**src/rtl/intr_pkg.sv**
```systemverilog
package intr_pkg;
  localparam int unsigned NUM_SRC = 2;
  typedef enum logic {
    SRC_MASK = 1'b0,
    SRC_NMI  = 1'b1
  } src_e;
endpackage

```
**src/rtl/intr_nmi_edge.sv**
```systemverilog
module intr_nmi_edge (
  input  logic clk,
  input  logic rst,
  input  logic nmi_i,
  input  logic sample_i,
  output logic avail_o,
  output logic take_o
);
  logic prev_q;
  logic pend_q;
  logic edge_w;

  // A rising edge counts as available in the cycle it is seen.
  assign edge_w  = nmi_i & ~prev_q;
  assign avail_o = pend_q | edge_w;
  assign take_o  = sample_i & avail_o;

  always_ff @(posedge clk) begin
    if (rst) begin
      prev_q <= 1'b0;
      pend_q <= 1'b0;
    end else begin
      prev_q <= nmi_i;
      pend_q <= avail_o & ~take_o;
    end
  end
endmodule

```
**src/rtl/intr_mask_gate.sv**
```systemverilog
module intr_mask_gate (
  input  logic clk,
  input  logic rst,
  input  logic irq_i,
  input  logic sample_i,
  input  logic nmi_win_i,
  input  logic nmi_take_i,
  input  logic set_i,
  input  logic clr_i,
  input  logic restore_i,
  input  logic restore_ien_i,
  output logic take_o,
  output logic ien_o
);
  logic ien_q;
  logic block_q;
  logic ien_d;

  assign take_o = sample_i & ~nmi_win_i & irq_i & ien_q & ~block_q;
  assign ien_o  = ien_q;

  // Update order: a take beats a restore, a restore beats the strobes,
  // and a clear beats a set.
  always_comb begin
    ien_d = ien_q;
    if (nmi_take_i | take_o) ien_d = 1'b0;
    else if (restore_i)      ien_d = restore_ien_i;
    else if (clr_i)          ien_d = 1'b0;
    else if (set_i)          ien_d = 1'b1;
  end

  always_ff @(posedge clk) begin
    if (rst) begin
      ien_q   <= 1'b0;
      block_q <= 1'b0;
    end else begin
      ien_q   <= ien_d;
      // A request seen while masked stays spent until the line goes low.
      block_q <= irq_i & (block_q | ~ien_q);
    end
  end
endmodule

```
**src/rtl/intr_vec_regs.sv**
```systemverilog
module intr_vec_regs #(
  parameter int unsigned       AW      = 16,
  parameter logic [AW-1:0]     RST_MSK = 16'hFFFE,
  parameter logic [AW-1:0]     RST_NMI = 16'hFFFA
) (
  input  logic          clk,
  input  logic          rst,
  input  logic          we_i,
  input  logic          sel_i,
  input  logic [AW-1:0] wdata_i,
  output logic [AW-1:0] vec_msk_o,
  output logic [AW-1:0] vec_nmi_o
);
  import intr_pkg::*;

  logic [AW-1:0] vec_q [NUM_SRC];

  for (genvar g = 0; g < NUM_SRC; g++) begin : g_vec
    localparam logic [AW-1:0] RV = (g == int'(SRC_NMI)) ? RST_NMI : RST_MSK;
    always_ff @(posedge clk) begin
      if (rst)                              vec_q[g] <= RV;
      else if (we_i && (int'(sel_i) == g))  vec_q[g] <= wdata_i;
    end
  end

  assign vec_msk_o = vec_q[int'(SRC_MASK)];
  assign vec_nmi_o = vec_q[int'(SRC_NMI)];
endmodule

```
**src/rtl/intr_sequencer.sv**
```systemverilog
module intr_sequencer #(
  parameter int unsigned   AW      = 16,
  parameter logic [AW-1:0] RST_MSK = 16'hFFFE,
  parameter logic [AW-1:0] RST_NMI = 16'hFFFA
) (
  input  logic          clk,
  input  logic          rst,
  input  logic          irq_i,
  input  logic          nmi_i,
  input  logic          en_set_i,
  input  logic          en_clr_i,
  input  logic          restore_i,
  input  logic          restore_ien_i,
  input  logic          halted_i,
  input  logic          boundary_i,
  input  logic          vec_we_i,
  input  logic          vec_sel_i,
  input  logic [AW-1:0] vec_wdata_i,
  output logic          take_o,
  output logic          push_o,
  output logic [AW-1:0] vector_o,
  output logic          wake_o,
  output logic          ien_o
);
  logic          sample;
  logic          nmi_avail;
  logic          take_nmi;
  logic          take_irq;
  logic          take_any;
  logic [AW-1:0] vec_msk;
  logic [AW-1:0] vec_nmi;

  assign sample   = boundary_i | halted_i;
  assign take_any = take_nmi | take_irq;

  intr_nmi_edge u_nmi (
    .clk      (clk),
    .rst      (rst),
    .nmi_i    (nmi_i),
    .sample_i (sample),
    .avail_o  (nmi_avail),
    .take_o   (take_nmi)
  );

  intr_mask_gate u_mask (
    .clk           (clk),
    .rst           (rst),
    .irq_i         (irq_i),
    .sample_i      (sample),
    .nmi_win_i     (nmi_avail),
    .nmi_take_i    (take_nmi),
    .set_i         (en_set_i),
    .clr_i         (en_clr_i),
    .restore_i     (restore_i),
    .restore_ien_i (restore_ien_i),
    .take_o        (take_irq),
    .ien_o         (ien_o)
  );

  intr_vec_regs #(.AW(AW), .RST_MSK(RST_MSK), .RST_NMI(RST_NMI)) u_vec (
    .clk       (clk),
    .rst       (rst),
    .we_i      (vec_we_i),
    .sel_i     (vec_sel_i),
    .wdata_i   (vec_wdata_i),
    .vec_msk_o (vec_msk),
    .vec_nmi_o (vec_nmi)
  );

  always_ff @(posedge clk) begin
    if (rst) begin
      take_o   <= 1'b0;
      push_o   <= 1'b0;
      wake_o   <= 1'b0;
      vector_o <= '0;
    end else begin
      take_o <= take_any;
      push_o <= take_any;
      wake_o <= take_any & halted_i;
      if (take_nmi)      vector_o <= vec_nmi;
      else if (take_irq) vector_o <= vec_msk;
    end
  end
endmodule

```
**config.mk**
```make
export PLATFORM = sky130hd
export DESIGN_NAME = intr_sequencer
export DESIGN_NICKNAME = d
export VERILOG_FILES = /design/src/rtl/intr_pkg.sv /design/src/rtl/intr_nmi_edge.sv /design/src/rtl/intr_mask_gate.sv /design/src/rtl/intr_vec_regs.sv /design/src/rtl/intr_sequencer.sv
export SDC_FILE = /design/constraint.sdc
export NUM_CORES = 1
export LEC_CHECK = 0
export BUFFER_PORTS_ARGS = -buffer_cell sky130_fd_sc_hd__buf_4
export CAP_MARGIN = 30
export CORE_AREA = 2 2 58 114
export DETAILED_ROUTE_END_ITERATION = 6
export DIE_AREA = 0 0 60 116
export GPL_ROUTABILITY_DRIVEN = 0
export HOLD_SLACK_MARGIN = 0.12
export PLACE_DENSITY = 0.56
export SLEW_MARGIN = 20
export SYNTH_ARGS = -nofsm -noshare
export SYNTH_HDL_FRONTEND = slang
export SYNTH_SLANG_ARGS = --single-unit
```
**constraint.sdc**
```tcl
create_clock -name clk -period 1.6 [get_ports clk]
set_input_delay 0.16 -clock clk [delete_from_list [all_inputs] [get_ports clk]]
set_output_delay 0.16 -clock clk [all_outputs]
set_load 0.02 [all_outputs]
```
==> impl.org, run 1 <==
** Power
- Net switching power :: 743 µW
- Static Leak :: 1.09 nW
- Switching part of the total :: 22.8%
- Ratio of total power to cell area :: 1090 nW/µm²
- Part of the power in the clock network :: 37.8%
- Power share of the sequential group :: 50.0%
- The internal power of the cells totals 2.52 mW.
- Combinational logic burns 12.3% of the power.
- VDD sags by at most 0.963 mV.

** Placed design
- Hpwl dp :: 3200 µm
- Placed cell area :: 2780 µm²
- # port buffers :: 47
- After detailed placement, the design holds a cell count of 314.

** Layout
- The repair_antennas step left the layout with diodes totalling 0.
- From synthesis to final layout, the design area changed by 28.0%.
- The count of cells in the finished layout, fillers not included, comes to 327.
- In the final layout, the share of cells above drive strength 1 is 28.8%.
- Number of nets in the layout :: 270
- In the layout the commonest cells are buf_4, edfxtp_1, dfxtp_1, a211oi_1.
- Most common cell after layout, fill and taps aside :: buf_4
- After routing the design area is 3010 µm².

** Timing
- Hold is met by 0.122 ns.
- Worst slew margin :: 78.2%
- For the pin with the worst max-slew slack, the measured transition is 0.326 ns.
- For the final routed database, the setup TNS stands at 0 ns.
- The final-report hold violation count came to 0.
- Fin Clk Skew :: 0.00441 ns
- Setup violations remaining at the end of the flow were counted as 0.
- Portion of the clock cycle consumed by the worst path in the final layout :: 95.9%
- Shortest period the worst path allows :: 1.53 ns
- Setup repair after global routing missed its margin :: no
- For this run, the top clock speed supported by timing is 652 MHz.
- The number of slew-limit violations in the final report is 0.

** Route
- DRC violations left :: 0
- Routed length per placed instance :: 14.1 µm
- DRT met1 WL :: 1980 µm
- For this block, the via count after detailed routing is 1615.
- In this run, the number of DRC markers left after iteration 0 of detailed routing was 45.
- After detailed routing, the met3 layer carries 213 µm of wire.
- Sum of met2 wire segment lengths after detailed routing :: 2320 µm
- Total Wirelength :: 4620 µm
- Via count normalized by instance count :: 4.94
- Number of nets with antenna violations after detailed routing :: 0
- First-pass detailed-route iteration total :: 4
- Top routing layer in use :: met4

** Floorplanning
- The core region is 6060 µm².
- Measured along the x axis, the die boundary spans 60 µm.
- Measured along the y axis, the die boundary spans 116 µm.
- For this configuration, the core starts out at a cell density of 38.8%.
- In this run the core area contains 40 standard-cell rows.
- For this design the top-level I/O count stands at 48.
- Area enclosed by the die boundary :: 6960 µm²

** Clock tree
- Buffers inserted during clock tree synthesis total 5.
- For the worst-skew pair, the clock arrives at the later sink with an insertion delay of 0.30 ns.
- Count of clock tree sinks :: 54
- Clock-pin slew on the worst setup and hold paths :: 0.07 ns
- No sink is reached through more buffers than the 2 on the longest clock path.
- Buffer type at the clock tree root :: clkbuf_16
- TritonCTS built the clock tree.
- Post-CTS setup buffer count :: 0
- H-tree level count :: 2

** Yosys
- In the synthesized netlist, mux cells make up 0% of the area.
- Combinational family with the most area after synthesis :: simple AND/OR/NAND/NOR gates
- Summing the areas of all xor and xnor instances in the mapped netlist gives 0% of the synthesized area.
- Cell variety after synth :: 28
- The synthesized netlist devotes 16.7% of its cell area to compound gates.
- In the synthesized netlist, the number of instances is 193.
- Syn_area_per_cell :: 12.2 µm²
- Adder-cell area share of the yosys netlist :: 0%
- Yosys warnings :: 0
- After synthesis the cells add up to 2350 µm².
- Area fraction in and, or, nand and nor cells after synthesis :: 18.3%
- Total of flip-flops plus latches after synthesis :: 54
- Number of nets in the synthesized netlist :: 221
- Sequential area share after synthesis :: 59.7%

** Job
- Max-cap violations in this run came to 0.

** Worst setup path
- CP required :: 1.84 ns
- Arrival @ worst endpoint :: 1.77 ns
- STA classifies the critical path startpoint as an input pin.
- Critical path endpoint category :: flip-flop
- Type of the setup path with the least slack :: input pin to flip-flop
- Worst-path maximum fanout :: 50

** GRT
- Overflow left after global routing :: 0
- The first global-routing pass estimated 7090 µm of wire.
- Number of antenna violations at the first check in global routing :: 0
- Global routing used 13.8% of the available tracks.
- The number of global-route vias before repair was 1513.
- Pin count of the biggest net entering global routing :: 51

** Hold path
- Class of the worst hold path :: input pin to flip-flop

** Run status
- The flow ran to the end, and the final reports show no timing, DRC or antenna violations.
[cell usage after synthesis (all sizes together)]
master	n	share of area, %
a2111oi	1	0.37
a211oi	17	5.4
a21o	3	0.96
a21oi	1	0.21
a311oi	16	6.0
and2	1	0.27
and4b	1	0.43
buf	12	3.5
clkbuf	7	1.1
dfxtp	22	19
edfxtp	32	41
inv	5	0.80
nand2	2	0.32
nand2b	15	4.0
nand3b	2	1.2
nor2	4	0.75
nor2b	2	0.53
nor3b	2	0.85
o21ai	16	3.4
o31ai	1	0.32
or2	15	4.0
or3b	16	6.0
[per-stage QoR]
stage                     power (mW)  util, %  worst slack [ns]
after detailed placement        2.06     45.9            0.0774
after CTS                       3.28     49.3            0.0588
after global placement          2.05     45.9             0.129
after floorplan                 1.87        -             0.158
final                           3.26     49.6            0.0663
after global routing            3.38     49.6           0.00596
[path summary, 6_finish.rpt]
check,start,to,slack [ns],cells after the start
setup / recovery,halted_i,u_mask.ien_o$_SDFFE_PP0P_,0.07,7
hold / removal,vec_wdata_i[9],u_vec.vec_q[1][9]$_SDFFCE_PN1P_,0.12,2
setup reg to reg,u_nmi.prev_q$_SDFF_PP0_,u_nmi.pend_q$_SDFF_PP0_,0.12,3
hold reg to reg,vector_o[7]$_SDFFE_PP0P_,vector_o[7]$_SDFFE_PP0P_,0.51,2
[layout make-up]
type,count,area (µm²)
Fill cell,571,3050
Sequential cell,54,1400
Multi-Input combinational cell,116,838
Timing Repair Buffer,60,473
Clock buffer,5,125
Tap cell,84,105
Clock inverter,3,43.8
Inverter,5,18.8
[sequential cells by signal (all words and copies together) (netlist names)]
name	count
u_nmi.prev_q	1
u_nmi.pend_q	1
vector_o	16
u_mask.block_q	1
wake_o	1
u_vec.vec_q	32
u_mask.ien_o	1
push_o	1
[critical path, cell delays in order]
cell and delay [ns]:
dlygate4sd3_1 0.53, buf_4 0.15, nor2_2 0.14, buf_12 0.21, a21o_1 0.10, buf_4 0.23
and4b_1 0.23
[metal layers]
metal  vias to the layer above  GRT usage (%)
met2                        46           22.5
met3                         6           4.35
met5                         -              0
met4                         0           6.22
li1                        827              -
met1                       736           16.4
[power groups by stage]
stage / Clock, mW / Sequential [mW] / Combinational [mW]
floorplan: 0 / 1.70 / 0.173
global placement: 0 / 1.66 / 0.393
detailed placement: 0 / 1.66 / 0.395
CTS: 1.25 / 1.63 / 0.402
global route: 1.30 / 1.64 / 0.438
finish: 1.23 / 1.63 / 0.400
[timing repair]
action / 4_1_cts / 5_1_grt
gates resized for setup: 0 / 2
hold buffers: 4 / 0
endpoints found under the setup margin: 0 / 6
hold endpoints to repair: 3 / 0
[cell families (layout without fill, tap and decap cells)]
logic type             count (synthesis)  in the layout
AO/OA/AOI/OAI                         55             55
AND/OR/NAND/NOR                       60             61
flip-flops                            54             54
buffers and inverters                 24             73
Power figures use the tool's default switching activity.
==> inputs of run 2 (changes only) <==
--- a/config.mk
+++ b/config.mk
@@ -7,12 +7,12 @@
 export LEC_CHECK = 0
 export BUFFER_PORTS_ARGS = -buffer_cell sky130_fd_sc_hd__buf_4
 export CAP_MARGIN = 30
-export CORE_AREA = 2 2 58 114
+export CORE_AREA = 2 2 80 82
 export DETAILED_ROUTE_END_ITERATION = 6
-export DIE_AREA = 0 0 60 116
+export DIE_AREA = 0 0 82 84
 export GPL_ROUTABILITY_DRIVEN = 0
 export HOLD_SLACK_MARGIN = 0.12
-export PLACE_DENSITY = 0.56
+export PLACE_DENSITY = 0.57
 export SLEW_MARGIN = 20
 export SYNTH_ARGS = -nofsm -noshare
 export SYNTH_HDL_FRONTEND = slang
==> run 2 against run 1 <==
Global-route usage rose by 0.13 points. First-iteration DRC count rose by 100%. Sequential share of layout area fell by 0.88 points. Setup slack improved by 0.011 ns. Worst hold slack got worse by 0.0010 ns. Largest power group unchanged.
==> impl.org, run 2 (same netlist as run 1, synthesis figures left out) <==
** Worst setup path
- The nature of the critical path endpoint was a flip-flop (unchanged).
- Sort of element at the start of the critical path :: flip-flop (was input pin)
- The buffering stage count on the worst path with inverters included was 0 (was 4).
- The data required time of the critical path was 1.81 ns (was 1.84 ns).
- The dominant delay contributor by cell family on the critical path is simple AND/OR/NAND/NOR gates (was buffers and inverters).
- Arrival @ worst endpoint :: 1.74 ns (was 1.77 ns)
- Critical path cell sequence :: nand3b_2 -> or3b_1 -> a311oi_1 (was dlygate4sd3_1 -> buf_4 -> nor2_2 -> buf_12 -> a21o_1 -> buf_4 -> and4b_1)
- Slowest stage cell, crit path :: dfxtp_1 (was dlygate4sd3_1)
- Cell depth of the worst flop-to-flop path :: 3 (unchanged)
- Register-to-register path setup slack :: 0.08 ns (was 0.12 ns)
- The launching point of the worst reg2reg path was u_mask.ien_o$_SDFFE_PP0P_ (was u_nmi.prev_q$_SDFF_PP0_).
- Type of the setup path with the least slack :: flip-flop to flip-flop (was input pin to flip-flop)
- R2R Path End :: vector_o[10]$_SDFFE_PP0P_ (was u_nmi.pend_q$_SDFF_PP0_)
- The delay of the slowest cell on the worst path is 0.49 ns (was 0.53 ns).
- Worst-path maximum fanout :: 8 (was 50)

** Timing
- The post-route fraction of the period consumed by the critical path came to 95.2% (was 95.9%).
- Fin. max-slew vios :: 0 (unchanged)
- The achievable clock frequency came to 657 MHz (was 652 MHz).
- The accumulated negative setup slack came to 0 ns (unchanged).
- # setup viols final :: 0 (unchanged)
- The slew at the pin with the worst max-slew slack was 0.323 ns (was 0.326 ns).
- Worst setup slack after layout :: 0.0772 ns (was 0.0663 ns)
- Worst slew margin :: 77.9% (was 78.2%)
- Setup repair after global routing missed its margin: no (unchanged).
- Final hold viol count :: 0 (unchanged)
- Shortest period the worst path allows :: 1.52 ns (was 1.53 ns)
- Worst hold slack :: 0.121 ns (was 0.122 ns)
- The worst clock skew is 0.00323 ns (was 0.00441 ns).

** Layout
- Diodes inserted :: 0 (unchanged)
- Final instance count without filler cells :: 335 (was 327)
- Commonest cells after routing, fill and taps aside :: buf_4, edfxtp_1, dfxtp_1, a211oi_1, dlygate4sd3_1 (was buf_4, edfxtp_1, dfxtp_1, a211oi_1)
- Fraction of layout instances using a drive strength above 1 :: 26.4% (was 28.8%)
- Leading registers by flop count :: u_vec.vec_q (32), vector_o (16) (unchanged)
- Layout fillers :: 574 (was 571)
- The leading cell type in the layout, fill and taps excluded is buf_4 (unchanged).
- The layout-stage area growth over the synthesis result came to 30.4% (was 28.0%).
- Number of nets in the layout :: 285 (was 270)
- Most flop-heavy register :: u_vec.vec_q (unchanged)
- The flip-flop count of the largest register, all copies and words added was 32 (unchanged).

** Power
- Ratio of total power to cell area :: 909 nW/µm² (was 1090 nW/µm²)
- Static Leak :: 1.12 nW (was 1.09 nW)
- Worst vdd rail ir drop :: 0.362 mV (was 0.963 mV)

** Floorplanning
- Y dimension of the die :: 84 µm (was 116 µm)
- Count of boundary I/O pins :: 48 (unchanged)
- Width of the die :: 82 µm (was 60 µm)
- The placeable core region was 6100 µm² (was 6060 µm²).
- The die area is 6890 µm² (was 6960 µm²).
- Number of core rows :: 29 (was 40)
- Initial Util :: 38.5% (was 38.8%)

** Route
- The mean number of vias per cell came to 4.95 (was 4.94).
- The length of the first detailed-routing pass in iterations came to 4 (unchanged).
- The total via count after detailed routing was 1658 (was 1615).
- The number of nets still failing antenna checks after routing is 0 (unchanged).
- The average detailed-routed wire length per instance came to 14.7 µm (was 14.1 µm).
- Drt initial violations :: 91 (was 45)
- DRC violations left :: 0 (unchanged)
- Total Wirelength :: 4920 µm (was 4620 µm)

** GRT
- Number of antenna violations at the first check in global routing :: 0 (unchanged)
- The global-route track usage on met2 came to 24.5% (was 22.5%).
- Gr busiest metal :: met2 (unchanged)
- Pin count of the biggest net entering global routing :: 40 (was 51)
- GRT met1 Usage :: 16.7% (was 16.4%)
- First-pass GRT wire length :: 7400 µm (was 7090 µm)
- Overflow left after global routing :: 0 (unchanged)
- Met3 Use GR :: 3.03% (was 4.35%)
- Global-route total usage across every layer :: 14.0% (was 13.8%)
- The number of global-route vias before repair is 1529 (was 1513).

** Placed design
- The total instance count after detailed placement came to 308 (was 314).
- Hpwl dp :: 3020 µm (was 3200 µm)
- The count of port buffers added during placement is 47 (unchanged).
- The worst setup slack before clock tree synthesis was 0.0850 ns (was 0.0774 ns).

** Hold path
- The startpoint of the lowest-slack hold path is vec_wdata_i[12] (was vec_wdata_i[9]).
- The path type of the worst min-delay path is input pin to flip-flop (unchanged).
- Cells on Worst Hold Path :: 2 (unchanged)
- Worst min-delay path endpoint :: u_vec.vec_q[1][12]$_SDFFCE_PN1P_ (was u_vec.vec_q[1][9]$_SDFFCE_PN1P_)

** Clock tree
- CTS max path bufs :: 2 (unchanged)
- Number of buffers created by CTS :: 5 (unchanged)
- The clock-pin slew on the worst setup and hold paths is 0.09 ns (was 0.07 ns).
- The CTS tree was built (unchanged).
- H-tree level count :: 2 (unchanged)
- The insertion delay of the later-clocked pin in the worst-skew pair was 0.30 ns (about the same).
- The post-CTS setup buffer count was 0 (unchanged).
- Count of clock tree sinks :: 54 (unchanged)
- The clock tree root driver cell is clkbuf_8 (was clkbuf_16).

** Run status
- Outcome: complete, no violations (unchanged).

** Job
- Total of max-cap violations :: 0 (unchanged)
## run 2: report_power, final
part / total [mW] / internal (mW) / switching, mW / leakage (nW)
combinational: 0.439 / 0.218 / 0.221 / 0.584
clock: 0.719 / 0.312 / 0.407 / 0.0395
sequential: 1.63 / 1.59 / 0.0400 / 0.492
total: 2.78 / 2.12 / 0.668 / 1.12
## run 2: cell type report
| cell class | count | area, µm² | share of cell area, % |
|---|---|---|---|
| inverter | 5 | 18.8 | 0.613 |
| sequential | 54 | 1400 | 45.8 |
| multi-input combinational | 117 | 843 | 27.5 |
| clock buffer | 8 | 80.1 | 2.61 |
| tap | 77 | 96.3 | 3.15 |
| timing repair buffer | 74 | 623 | 20.3 |
## run 2: worst max path at each step
stage	endpoint	from	slack [ns]	cells after the start
finish	vector_o[10]$_SDFFE_PP0P_	u_mask.ien_o$_SDFFE_PP0P_	0.08	3
global route	vector_o[9]$_SDFFE_PP0P_	nmi_i	0.01	6
global placement	vector_o[1]$_SDFFE_PP0P_	u_mask.ien_o$_SDFFE_PP0P_	0.13	3
CTS	vector_o[4]$_SDFFE_PP0P_	u_mask.ien_o$_SDFFE_PP0P_	0.09	3
floorplan	u_vec.vec_q[0][0]$_SDFFCE_PN0P_	rst	0.16	3
detailed placement	vector_o[10]$_SDFFE_PP0P_	u_mask.ien_o$_SDFFE_PP0P_	0.09	3
## run 2: layer usage
layer / wire length (µm) / vias to the layer above
li1: - / 854
met1: 2110 / 760
met2: 2570 / 39
met3: 195 / 5
met4: 48 / 0
met5: 0 / -
## run 2: worst register-to-register path, cell delays in order (launching register included)
cell and delay (ns):
dfxtp_1 0.49, nand3b_2 0.27, or3b_1 0.41, a311oi_1 0.26
## run 2: timing repair
| action | 4_1_cts | 5_1_grt |
|---|---|---|
| hold buffers | 17 | 0 |
| hold endpoints to repair | 25 | 0 |
| resized for setup | 0 | 0 |
| endpoints found under the setup margin | 0 | 6 |
## run 2: stage by stage
step                cell area (µm²)  power [mW]  util, %
floorplan                      2350        1.87        -
global placement               2790        2.06     45.8
detailed placement             2790        2.06     45.8
CTS                            3040        2.81     49.9
global route                   3060        2.92     50.2
finish                         3060        2.78     50.2
